File: src/rtl/rst_seq_pkg.sv
package rst_seq_pkg;

    typedef enum logic [1:0] {
        CAUSE_NONE = 2'd0,
        CAUSE_PIN  = 2'd1,
        CAUSE_SW   = 2'd2,
        CAUSE_WDT  = 2'd3
    } cause_e;

    typedef enum logic [1:0] {
        K_POR  = 2'd0,
        K_WARM = 2'd1,
        K_SOFT = 2'd2
    } kind_e;

    typedef enum logic [2:0] {
        S_IDLE   = 3'd0,
        S_HIZ    = 3'd1,
        S_ASSERT = 3'd2,
        S_HOLD   = 3'd3,
        S_INIT   = 3'd4,
        S_PAUSE  = 3'd5,
        S_BOOT   = 3'd6
    } state_e;

    localparam int unsigned NUM_SRC = 3;

endpackage

File: src/rtl/rst_in_sync.sv
module rst_in_sync (
    input  logic clk,
    input  logic por_n,
    input  logic pin_n,
    output logic pin_lvl_n,
    output logic pin_fall
);

    typedef struct packed {
        logic s1;
        logic s2;
        logic prev;
    } sync_t;

    sync_t sq_d, sq_q;

    always_comb begin
        sq_d      = sq_q;
        sq_d.s1   = pin_n;
        sq_d.s2   = sq_q.s1;
        sq_d.prev = sq_q.s2;
    end

    always_ff @(posedge clk or negedge por_n) begin
        if (!por_n) sq_q <= '{s1: 1'b1, s2: 1'b1, prev: 1'b1};
        else        sq_q <= sq_d;
    end

    assign pin_lvl_n = sq_q.s2;
    assign pin_fall  = sq_q.prev & ~sq_q.s2;

endmodule

File: src/rtl/rst_req_arb.sv
module rst_req_arb
    import rst_seq_pkg::*;
(
    input  logic   clk,
    input  logic   por_n,
    input  logic   pin_fall,
    input  logic   sw_req,
    input  logic   wdt_req,
    input  logic   take,
    output logic   pend_any,
    output cause_e sel
);

    logic [NUM_SRC-1:0] pend_d, pend_q;
    logic [NUM_SRC-1:0] raw;
    logic [NUM_SRC-1:0] grant;

    assign raw = {wdt_req, sw_req, pin_fall};

    // lowest index wins: pin, then software, then watchdog
    always_comb begin
        grant = '0;
        for (int i = NUM_SRC - 1; i >= 0; i--) begin
            if (pend_q[i]) grant = NUM_SRC'(1) << i;
        end
    end

    always_comb begin
        sel = CAUSE_NONE;
        if      (grant[0]) sel = CAUSE_PIN;
        else if (grant[1]) sel = CAUSE_SW;
        else if (grant[2]) sel = CAUSE_WDT;
    end

    always_comb begin
        pend_d = pend_q;
        if (take) pend_d = pend_d & ~grant;
        pend_d = pend_d | raw;
    end

    always_ff @(posedge clk or negedge por_n) begin
        if (!por_n) pend_q <= '0;
        else        pend_q <= pend_d;
    end

    assign pend_any = |pend_q;

    AST_TAKE_PENDING: assert property (@(posedge clk) disable iff (!por_n)
        take |-> pend_any) else $error("take without pending request");

    AST_GRANT_ONEHOT: assert property (@(posedge clk) disable iff (!por_n)
        $onehot0(grant)) else $error("grant not one-hot");

endmodule

File: src/rtl/rst_seq_fsm.sv
module rst_seq_fsm
    import rst_seq_pkg::*;
#(
    parameter int unsigned NDOM         = 4,
    parameter int unsigned CFG_W        = 4,
    parameter int unsigned INIT_CYCLES  = 16,
    parameter int unsigned PAUSE_CYCLES = 8,
    parameter logic [NDOM-1:0] WARM_MASK = 4'b0111,
    parameter logic [NDOM-1:0] SOFT_MASK = 4'b0011
) (
    input  logic             clk,
    input  logic             por_n,
    input  logic             pin_lvl_n,
    input  logic             pin_soft,
    input  logic [CFG_W-1:0] boot_cfg,
    input  logic             pend_any,
    input  cause_e           sel,
    output logic             take,
    output logic             rst_stat_n,
    output logic             io_hiz,
    output logic             clk_pause,
    output logic [NDOM-1:0]  dom_rst,
    output logic             boot_start,
    output logic [CFG_W-1:0] boot_mode,
    output cause_e           last_cause
);

    localparam int unsigned MAXC  = (INIT_CYCLES > PAUSE_CYCLES) ? INIT_CYCLES : PAUSE_CYCLES;
    localparam int unsigned CNT_W = $clog2(MAXC + 1);
    localparam logic [CNT_W-1:0] INIT_LAST  = CNT_W'(INIT_CYCLES - 1);
    localparam logic [CNT_W-1:0] PAUSE_LAST = CNT_W'(PAUSE_CYCLES - 1);

    typedef struct packed {
        state_e           state;
        kind_e            kind;
        logic [CNT_W-1:0] cnt;
        cause_e           cause;
        logic [CFG_W-1:0] mode;
        logic             cfg_ok;
    } seq_t;

    seq_t sq_d, sq_q;

    function automatic logic [NDOM-1:0] mask_of(kind_e k);
        case (k)
            K_WARM:  return WARM_MASK;
            K_SOFT:  return SOFT_MASK;
            default: return '1;
        endcase
    endfunction

    always_comb begin
        sq_d = sq_q;
        take = 1'b0;
        if (!sq_q.cfg_ok) begin
            sq_d.mode   = boot_cfg;
            sq_d.cfg_ok = 1'b1;
        end
        case (sq_q.state)
            S_IDLE: begin
                if (pend_any) begin
                    take       = 1'b1;
                    sq_d.cause = sel;
                    if (sel == CAUSE_PIN && !pin_soft) begin
                        sq_d.kind  = K_WARM;
                        sq_d.state = S_HIZ;
                    end else begin
                        sq_d.kind  = K_SOFT;
                        sq_d.state = S_ASSERT;
                    end
                end
            end
            S_HIZ:    sq_d.state = S_ASSERT;
            S_ASSERT: sq_d.state = S_HOLD;
            S_HOLD: begin
                if (sq_q.kind != K_WARM || pin_lvl_n) begin
                    sq_d.state = S_INIT;
                    sq_d.cnt   = '0;
                end
            end
            S_INIT: begin
                if (sq_q.cnt == INIT_LAST) begin
                    sq_d.cnt   = '0;
                    sq_d.state = (sq_q.kind == K_SOFT) ? S_PAUSE : S_BOOT;
                end else begin
                    sq_d.cnt = sq_q.cnt + 1'b1;
                end
            end
            S_PAUSE: begin
                if (sq_q.cnt == PAUSE_LAST) begin
                    sq_d.cnt   = '0;
                    sq_d.state = S_BOOT;
                end else begin
                    sq_d.cnt = sq_q.cnt + 1'b1;
                end
            end
            S_BOOT:  sq_d.state = S_IDLE;
            default: sq_d.state = S_IDLE;
        endcase
    end

    always_ff @(posedge clk or negedge por_n) begin
        if (!por_n) begin
            sq_q.state  <= S_HOLD;
            sq_q.kind   <= K_POR;
            sq_q.cnt    <= '0;
            sq_q.cause  <= CAUSE_NONE;
            sq_q.mode   <= '0;
            sq_q.cfg_ok <= 1'b0;
        end else begin
            sq_q <= sq_d;
        end
    end

    always_comb begin
        rst_stat_n = 1'b1;
        io_hiz     = 1'b0;
        clk_pause  = 1'b0;
        dom_rst    = '0;
        boot_start = 1'b0;
        case (sq_q.state)
            S_HIZ:    io_hiz = 1'b1;
            S_ASSERT: begin
                io_hiz  = (sq_q.kind != K_SOFT);
                dom_rst = mask_of(sq_q.kind);
            end
            S_HOLD: begin
                io_hiz     = (sq_q.kind != K_SOFT);
                dom_rst    = mask_of(sq_q.kind);
                rst_stat_n = 1'b0;
            end
            S_INIT:  rst_stat_n = 1'b0;
            S_PAUSE: clk_pause  = 1'b1;
            S_BOOT:  boot_start = 1'b1;
            default: ;
        endcase
    end

    assign boot_mode  = sq_q.mode;
    assign last_cause = sq_q.cause;

    AST_HIZ_LEADS_RST: assert property (@(posedge clk) disable iff (!por_n)
        ($rose(|dom_rst) && sq_q.kind == K_WARM) |-> $past(io_hiz)) else $error("reset before hi-z");

    AST_SOFT_NO_HIZ: assert property (@(posedge clk) disable iff (!por_n)
        (sq_q.kind == K_SOFT && sq_q.state != S_IDLE) |-> !io_hiz) else $error("hi-z on soft reset");

    AST_STAT_AFTER_DOM: assert property (@(posedge clk) disable iff (!por_n)
        $fell(rst_stat_n) |-> $past(|dom_rst)) else $error("status fell early");

    AST_STAT_RISE_CLEAN: assert property (@(posedge clk) disable iff (!por_n)
        $rose(rst_stat_n) |-> ($past(dom_rst) == '0)) else $error("status rose during reset");

    AST_WARM_WAITS_PIN: assert property (@(posedge clk) disable iff (!por_n)
        (sq_q.state == S_HOLD && sq_q.kind == K_WARM && !pin_lvl_n) |=> !rst_stat_n) else $error("init before pin release");

    AST_SOFT_SPARES: assert property (@(posedge clk) disable iff (!por_n)
        (sq_q.kind == K_SOFT) |-> ((dom_rst & ~SOFT_MASK) == '0)) else $error("soft reset hit spared domain");

    AST_PAUSE_STAT_HIGH: assert property (@(posedge clk) disable iff (!por_n)
        clk_pause |-> rst_stat_n) else $error("pause while in reset");

    AST_BOOT_AFTER_PAUSE: assert property (@(posedge clk) disable iff (!por_n)
        $fell(clk_pause) |-> boot_start) else $error("no boot after pause");

    AST_MODE_HELD: assert property (@(posedge clk) disable iff (!por_n)
        (sq_q.cfg_ok && $past(sq_q.cfg_ok)) |-> $stable(boot_mode)) else $error("boot mode changed");

endmodule

File: src/rtl/rst_seq_ctrl.sv
module rst_seq_ctrl
    import rst_seq_pkg::*;
#(
    parameter int unsigned NDOM         = 4,
    parameter int unsigned CFG_W        = 4,
    parameter int unsigned INIT_CYCLES  = 16,
    parameter int unsigned PAUSE_CYCLES = 8,
    parameter logic [NDOM-1:0] WARM_MASK = 4'b0111,
    parameter logic [NDOM-1:0] SOFT_MASK = 4'b0011
) (
    input  logic             clk,
    input  logic             por_n,
    input  logic             pin_rst_n,
    input  logic             pin_soft,
    input  logic             sw_rst_req,
    input  logic             wdt_expire,
    input  logic [CFG_W-1:0] boot_cfg,
    output logic             rst_stat_n,
    output logic             io_hiz,
    output logic             clk_pause,
    output logic [NDOM-1:0]  dom_rst,
    output logic             boot_start,
    output logic [CFG_W-1:0] boot_mode,
    output logic [1:0]       last_cause
);

    logic   pin_lvl_n;
    logic   pin_fall;
    logic   pend_any;
    logic   take;
    cause_e sel;
    cause_e cause;

    rst_in_sync u_sync (
        .clk       (clk),
        .por_n     (por_n),
        .pin_n     (pin_rst_n),
        .pin_lvl_n (pin_lvl_n),
        .pin_fall  (pin_fall)
    );

    rst_req_arb u_arb (
        .clk      (clk),
        .por_n    (por_n),
        .pin_fall (pin_fall),
        .sw_req   (sw_rst_req),
        .wdt_req  (wdt_expire),
        .take     (take),
        .pend_any (pend_any),
        .sel      (sel)
    );

    rst_seq_fsm #(
        .NDOM         (NDOM),
        .CFG_W        (CFG_W),
        .INIT_CYCLES  (INIT_CYCLES),
        .PAUSE_CYCLES (PAUSE_CYCLES),
        .WARM_MASK    (WARM_MASK),
        .SOFT_MASK    (SOFT_MASK)
    ) u_fsm (
        .clk        (clk),
        .por_n      (por_n),
        .pin_lvl_n  (pin_lvl_n),
        .pin_soft   (pin_soft),
        .boot_cfg   (boot_cfg),
        .pend_any   (pend_any),
        .sel        (sel),
        .take       (take),
        .rst_stat_n (rst_stat_n),
        .io_hiz     (io_hiz),
        .clk_pause  (clk_pause),
        .dom_rst    (dom_rst),
        .boot_start (boot_start),
        .boot_mode  (boot_mode),
        .last_cause (cause)
    );

    assign last_cause = cause;

endmodule

File: config.mk
export PLATFORM = sky130hd
export DESIGN_NAME = rst_seq_ctrl
export DESIGN_NICKNAME = d
export VERILOG_FILES = /design/src/rtl/rst_seq_pkg.sv /design/src/rtl/rst_in_sync.sv /design/src/rtl/rst_req_arb.sv /design/src/rtl/rst_seq_fsm.sv /design/src/rtl/rst_seq_ctrl.sv
export SDC_FILE = /design/constraint.sdc
export NUM_CORES = 1
export LEC_CHECK = 0
export CORE_UTILIZATION = 30
export DETAILED_ROUTE_END_ITERATION = 12
export DONT_BUFFER_PORTS = 1
export SLEW_MARGIN = 0
export SYNTH_ARGS = -nofsm -noshare
export SYNTH_HDL_FRONTEND = slang
export SYNTH_HIERARCHICAL = 1
export SYNTH_SLANG_ARGS = --single-unit
File: constraint.sdc
create_clock -name clk -period 2.5 [get_ports clk]
set_input_delay 0.5 -clock clk [delete_from_list [all_inputs] [get_ports clk]]
set_output_delay 0.5 -clock clk [all_outputs]
set_load 0.05 [all_outputs]
Word-level counts from Yosys, hierarchy flattened --
Cells that the tools add are included.
Operators by class: eq/ne operators 17, bitwise logic cells 5, $add $sub $neg 1, multiplexer cells 26, reduce and logical (&&, ||, !) cells 11
Operators by type and width (number):
- 2-to-1 mux 3 bit | 7
- 2-to-1 mux 5 bit | 4
- case mux 3 bit (6 select lines) | 1
- case mux 5 bit (3 select lines) | 1
- == test 3 bit (second input constant) | 3
- 2-to-1 mux 2 bit | 4
- 2-to-1 mux 4 bit | 2
- inequality test 2 x 1 -> 1 bit (second input constant) | 4
- case mux 4 bit (2 select lines) | 1
- == test 3 x 2 -> 1 bit (second input constant) | 2
- adder 5 x 1 -> 5 bit (second input constant) | 1
- == test 5 x 3 -> 1 bit (second input constant) | 1
- == test 5 x 4 -> 1 bit (second input constant) | 1
- 2-to-1 mux 1 bit | 5
- == test 2 x 1 -> 1 bit (second input constant) | 2
- inequality test 2 bit (second input constant) | 2
- AND reduction 2 bit | 2
- AND reduction 4 bit | 1
- OR reduction 2 bit | 2
- bitwise AND 3 bit | 1
- == test 3 x 1 -> 1 bit (second input constant) | 1
- zero test 3 bit | 1
- NOT 3 bit | 1
- bitwise OR 3 bit | 1
- 9 further kinds | 9
Storage, ports and cells: logic and storage cells 70, register bits after elaboration 23, output and inout port bits 14, input bits 10

Longest topological paths before layout --
depth after elaboration 11, gate-level depth with buffers 8, gate-level depth less buffers 8

Hierarchy --
Netlist, hierarchy kept.
Modules (own cells, without submodules):
- rst_seq_fsm | area each 1021.0 um^2, seq. area each 427.9 um^2, instances 1, cells each 101
- rst_req_arb | area each 140.1 um^2, seq. area each 75.1 um^2, instances 1, cells each 14
- rst_in_sync | area each 92.6 um^2, seq. area each 78.8 um^2, instances 1, cells each 4

Least setup slack after synthesis --
Ideal clock, no wire load.
kind register to output, start point register u_fsm/sq_q[15] in the netlist's numbering, end point output dom_rst[3], data arrival time 2.114 ns, setup slack -0.114 ns, cell stages (with the launch flop) 4, data required time 2.000 ns, cells stage by stage dfstp_2 -> buf_2 -> nor2b_1 -> and2_1
Between the ends: longest elaborated chain between the ends 3, elaborated cells between the ends (all ways) 4, those cells by class 2 x eq/ne; 1 x mux; 1 x reduce/logical
RTL lines:
- start, declared | RTL line rst_seq_fsm.sv:42 | seq_t sq_d, sq_q;
- start signal, assigned | RTL line rst_seq_fsm.sv:111 | sq_q <= sq_d;
- == test 3 x 2 -> 1 bit
- OR reduction 2 bit (no line) (*)
- 2-to-1 mux 4 bit (*)
- end, declared | RTL line rst_seq_ctrl.sv:21 | output logic [NDOM-1:0] dom_rst,
Mark *: on every way between the ends. The rest lies on a longest branch, timed or not.

Worst setup path in the final report --
start point register u_fsm/sq_q[14] in the netlist's numbering, end point output rst_stat_n
Between the ends: longest elaborated chain between the ends 3, elaborated cells between the ends (all ways) 4, those cells by class 2 x eq/ne; 1 x mux; 1 x reduce/logical
RTL lines:
- == test 3 bit or == test 3 x 2 -> 1 bit (tied branches)
- OR reduction 2 bit (no line) (*)
- 2-to-1 mux 1 bit (*) | RTL line rst_seq_fsm.sv:121 | case (sq_q.state)
- end, declared | RTL line rst_seq_ctrl.sv:18 | output logic rst_stat_n,
Marks and branches as above.

==> run_results.csv <==
group,metric,value,unit
critical_path,worstRegToRegCells,8,
finish,nets,135,
critical_path,cpPeakStageDelay,0.75,ns
finish,final_area,1360,um2
route,wl_met1,980,um
clocking,cts_setup_buffers,0,
sta,rsz0062_at_grt,"false",
floorplanning,core_area,4000,um2
route,drt_iter0_drc,26,
route,via_per_inst,4.89,
route,dr_total_vias,826,
global_routing,antenna_found_initial,0,
sta,period_share,0.855,
route,met2WireLength,1010,um
critical_path,cp_top_family,"flip-flops",
sta,max_freq,468,MHz
sta,slew-limit-headroom,0.448,
critical_path,cp_num_buf_inv,0,
logic_synthesis,syn-cell-area,1250,um2
critical_path,cp_max_fo,16,
route,postRouteAntennaNets,0,
logic_synthesis,yosysTopAreaCellShare,0.359,
logic_synthesis,synth_seq_cells,23,
critical_path,r2r-start,"u_fsm/sq_q[7]",
logic_synthesis,synth_flop_cell,"dfrtp_1",
floorplanning,rows,23,
outcome,status,"finished clean",
floorplanning,initial_utilization,0.313,
global_routing,grt_max_degree,19,
logic_synthesis,syn_area_per_cell,10.5,um2
sta,skew,0.00263,ns
clocking,cts_buffers,3,
logic_synthesis,synth_edf_count,0,
route,route.met3.wl,125,um
clocking,cts_hold_buf,1,
floorplanning,dieHeight,66.6,um
global_routing,grt_pass1_wl,3600,um
hold_path,hp-class,"input pin to asynchronous set/reset pin",
finish,n_antenna_cell,0,
critical_path,end_kind,"primary output",
sta,min_period,2.14,ns
logic_synthesis,synth_fp_nets,134,
clocking,cts-resized-gates,0,
floorplanning,dieArea,4440,um2
finish,fill_cells,403,
critical_path,startpoint_type,"register",
finish,drive_gt1_frac,0.218,
logic_synthesis,async_reset_ff_frac,1.00,
place,place_congestion,0.816,
critical_path,cp_cell_sequence,"nand2b_1, o22a_1",
floorplanning,die_w,66.6,um
route,avgRoutedWirePerCell,12.6,um
sta,fin_hold_ws,0.0721,ns
sta,tns,0,ns
clocking,h-tree-depth,1,
critical_path,critPathSlowestCell,"dfstp_2",
global_routing,grt_usage,0.107,
place,placed_area,1300,um2
clocking,cts_tree,"done",
logic_synthesis,synth_warnings,6,
clocking,clk_pin_slew,0.08,ns
route,routed_wl,2130,um
place,place_ws,0.575,ns
critical_path,r2r_setup_slack,0.56,ns
critical_path,endpoint,"rst_stat_n",
clocking,cts-root-buf,"clkbuf_8",
sta,layout_setup_ws,0.362,ns
sta,finalSetupViolations,0,
critical_path,cp.arrival,1.64,ns
logic_synthesis,syn_inst,119,
flow_run,maxCapViolCount,0,
logic_synthesis,synthDistinctLibCells,40,
clocking,clk_latency,0.26,ns
finish,syn2layout_area_growth,8.38,%
place,port_buffers,0,
place,dp_hpwl,1570,um
sta,finalMaxSlewViolations,0,
clocking,clock-sinks,23,
clocking,clk_path_buf_depth,2,
critical_path,cp.depth,2,
logic_synthesis,ys_seq_area_frac,0.464,
sta,hold_viol_final,0,
route,drcViolationCount,0,
power,power_density,1240,nW/um2
critical_path,startpoint,"u_fsm/sq_q[14]",
power,vdd_drop_max,0.490,mV
finish,utilization,0.340,
route,dr.pass1.iters,4,
critical_path,crit_type,"register to primary output",
floorplanning,pin_count,24,
global_routing,gr-total-overflow,0,
critical_path,worst_r2r_endpoint,"u_fsm/sq_q[10]",
logic_synthesis,ys_top_cells_by_area,"dfrtp_1 (36%), dfstp_2 (10%), mux2_2 (5.4%), ha_1 (5.0%), buf_4 (4.2%)",
route,top_layer,"met4",
power,leakagePower,0.604,nW
critical_path,required,2.00,ns
logic_synthesis,post-synth-top-area-cell,"dfrtp_1",
global_routing,grt_pass1_vias,819,
sta,worst_pin_slew,0.826,ns
registers in the layout, indices dropped and copies added, names as in the netlist:
signal            count
u_fsm/sq_q           11
u_fsm/boot_mode       4
u_arb/pend_q          3
u_fsm/last_cause      2
u_sync/pin_lvl_n      1
u_sync/sq_d           1
u_sync/sq_q           1
routing by layer:
metal,track usage,up-vias
li1,-,403
met1,0.138,404
met2,0.170,17
met3,0.0394,2
met4,0.0239,0
met5,0,-
stage by stage:
stage	power, W	instances
finish	0.00169	169
global route	0.00181	169
CTS	0.00170	169
detailed placement	0.00146	164
global placement	0.00144	164
floorplan	0.00134	119
cell usage after synthesis (2+ instances only):
cell type and number:
o21ai_0 3, inv_1 10, ha_1 5, a21oi_1 4, o21a_1 3, buf_2 2, o22a_1 2, nor2b_1 3
nand2_1 7, mux2_2 6, a21o_1 3, o31ai_1 2, a211o_1 2, and2_1 2, buf_4 7, nor2_1 8
or3_1 2, dfrtp_1 18, a211oi_1 2, nand3_1 2, nand2b_1 3, dfstp_2 5
final cells by class:
class | count | area (um2) | area share
clock buffer | 3 | 41.3 | 0.0304
clock inverter | 1 | 7.51 | 0.00552
inverter | 10 | 37.5 | 0.0276
multi-input combinational | 76 | 568 | 0.418
sequential | 23 | 582 | 0.428
tap | 50 | 62.6 | 0.0460
timing repair buffer | 6 | 60.1 | 0.0442
placed cells by master (no fill, tap or decap), types with 3 or more instances in the layout:
cell type and instances:
clkbuf_8 3, dfrtp_1 18, o21ai_0 3, buf_4 4
a21oi_1 4, inv_1 10, a21o_1 3, nand2b_1 3
ha_1 5, nand2_1 7, o21a_1 3, mux2_2 6
nor2_1 8, dfstp_2 5
how the worst min path moves through the flow:
stage,startpoint,to,slack (ns),cells past startpoint
2_1_floorplan,por_n,u_arb/pend_q[0],0.20,0
3_3_place_gp,por_n,u_fsm/sq_q[13],0.20,0
3_5_place_dp,por_n,u_fsm/sq_q[12],0.20,0
4_1_cts,por_n,u_sync/sq_q[0],0.06,0
5_1_grt,por_n,u_fsm/sq_q[15],0.06,0
6_report,por_n,u_fsm/sq_q[15],0.07,0
cell families (layout without fill, tap and decap cells):
family / after synthesis / after routing / share of synthesized area
other: 1 / 1 / 0.00299
xor gates and xnor gates: 1 / 1 / 0.00699
muxes: 7 / 7 / 0.0619
and+or+nand+nor: 36 / 36 / 0.180
adders and majority gates: 5 / 5 / 0.0499
AOI/OAI and AO/OA: 26 / 26 / 0.146
buffers and inverters: 20 / 20 / 0.0888
DFF: 23 / 23 / 0.464
where the power goes:
part           total (W)  switching, W  internal (W)
registers       0.000724      0.000240      0.000484
logic           0.000735      0.000441      0.000294
clock network   0.000227      0.000115      0.000112
total            0.00169      0.000795      0.000890
Note: power is estimated with default switching activity, not from simulation.
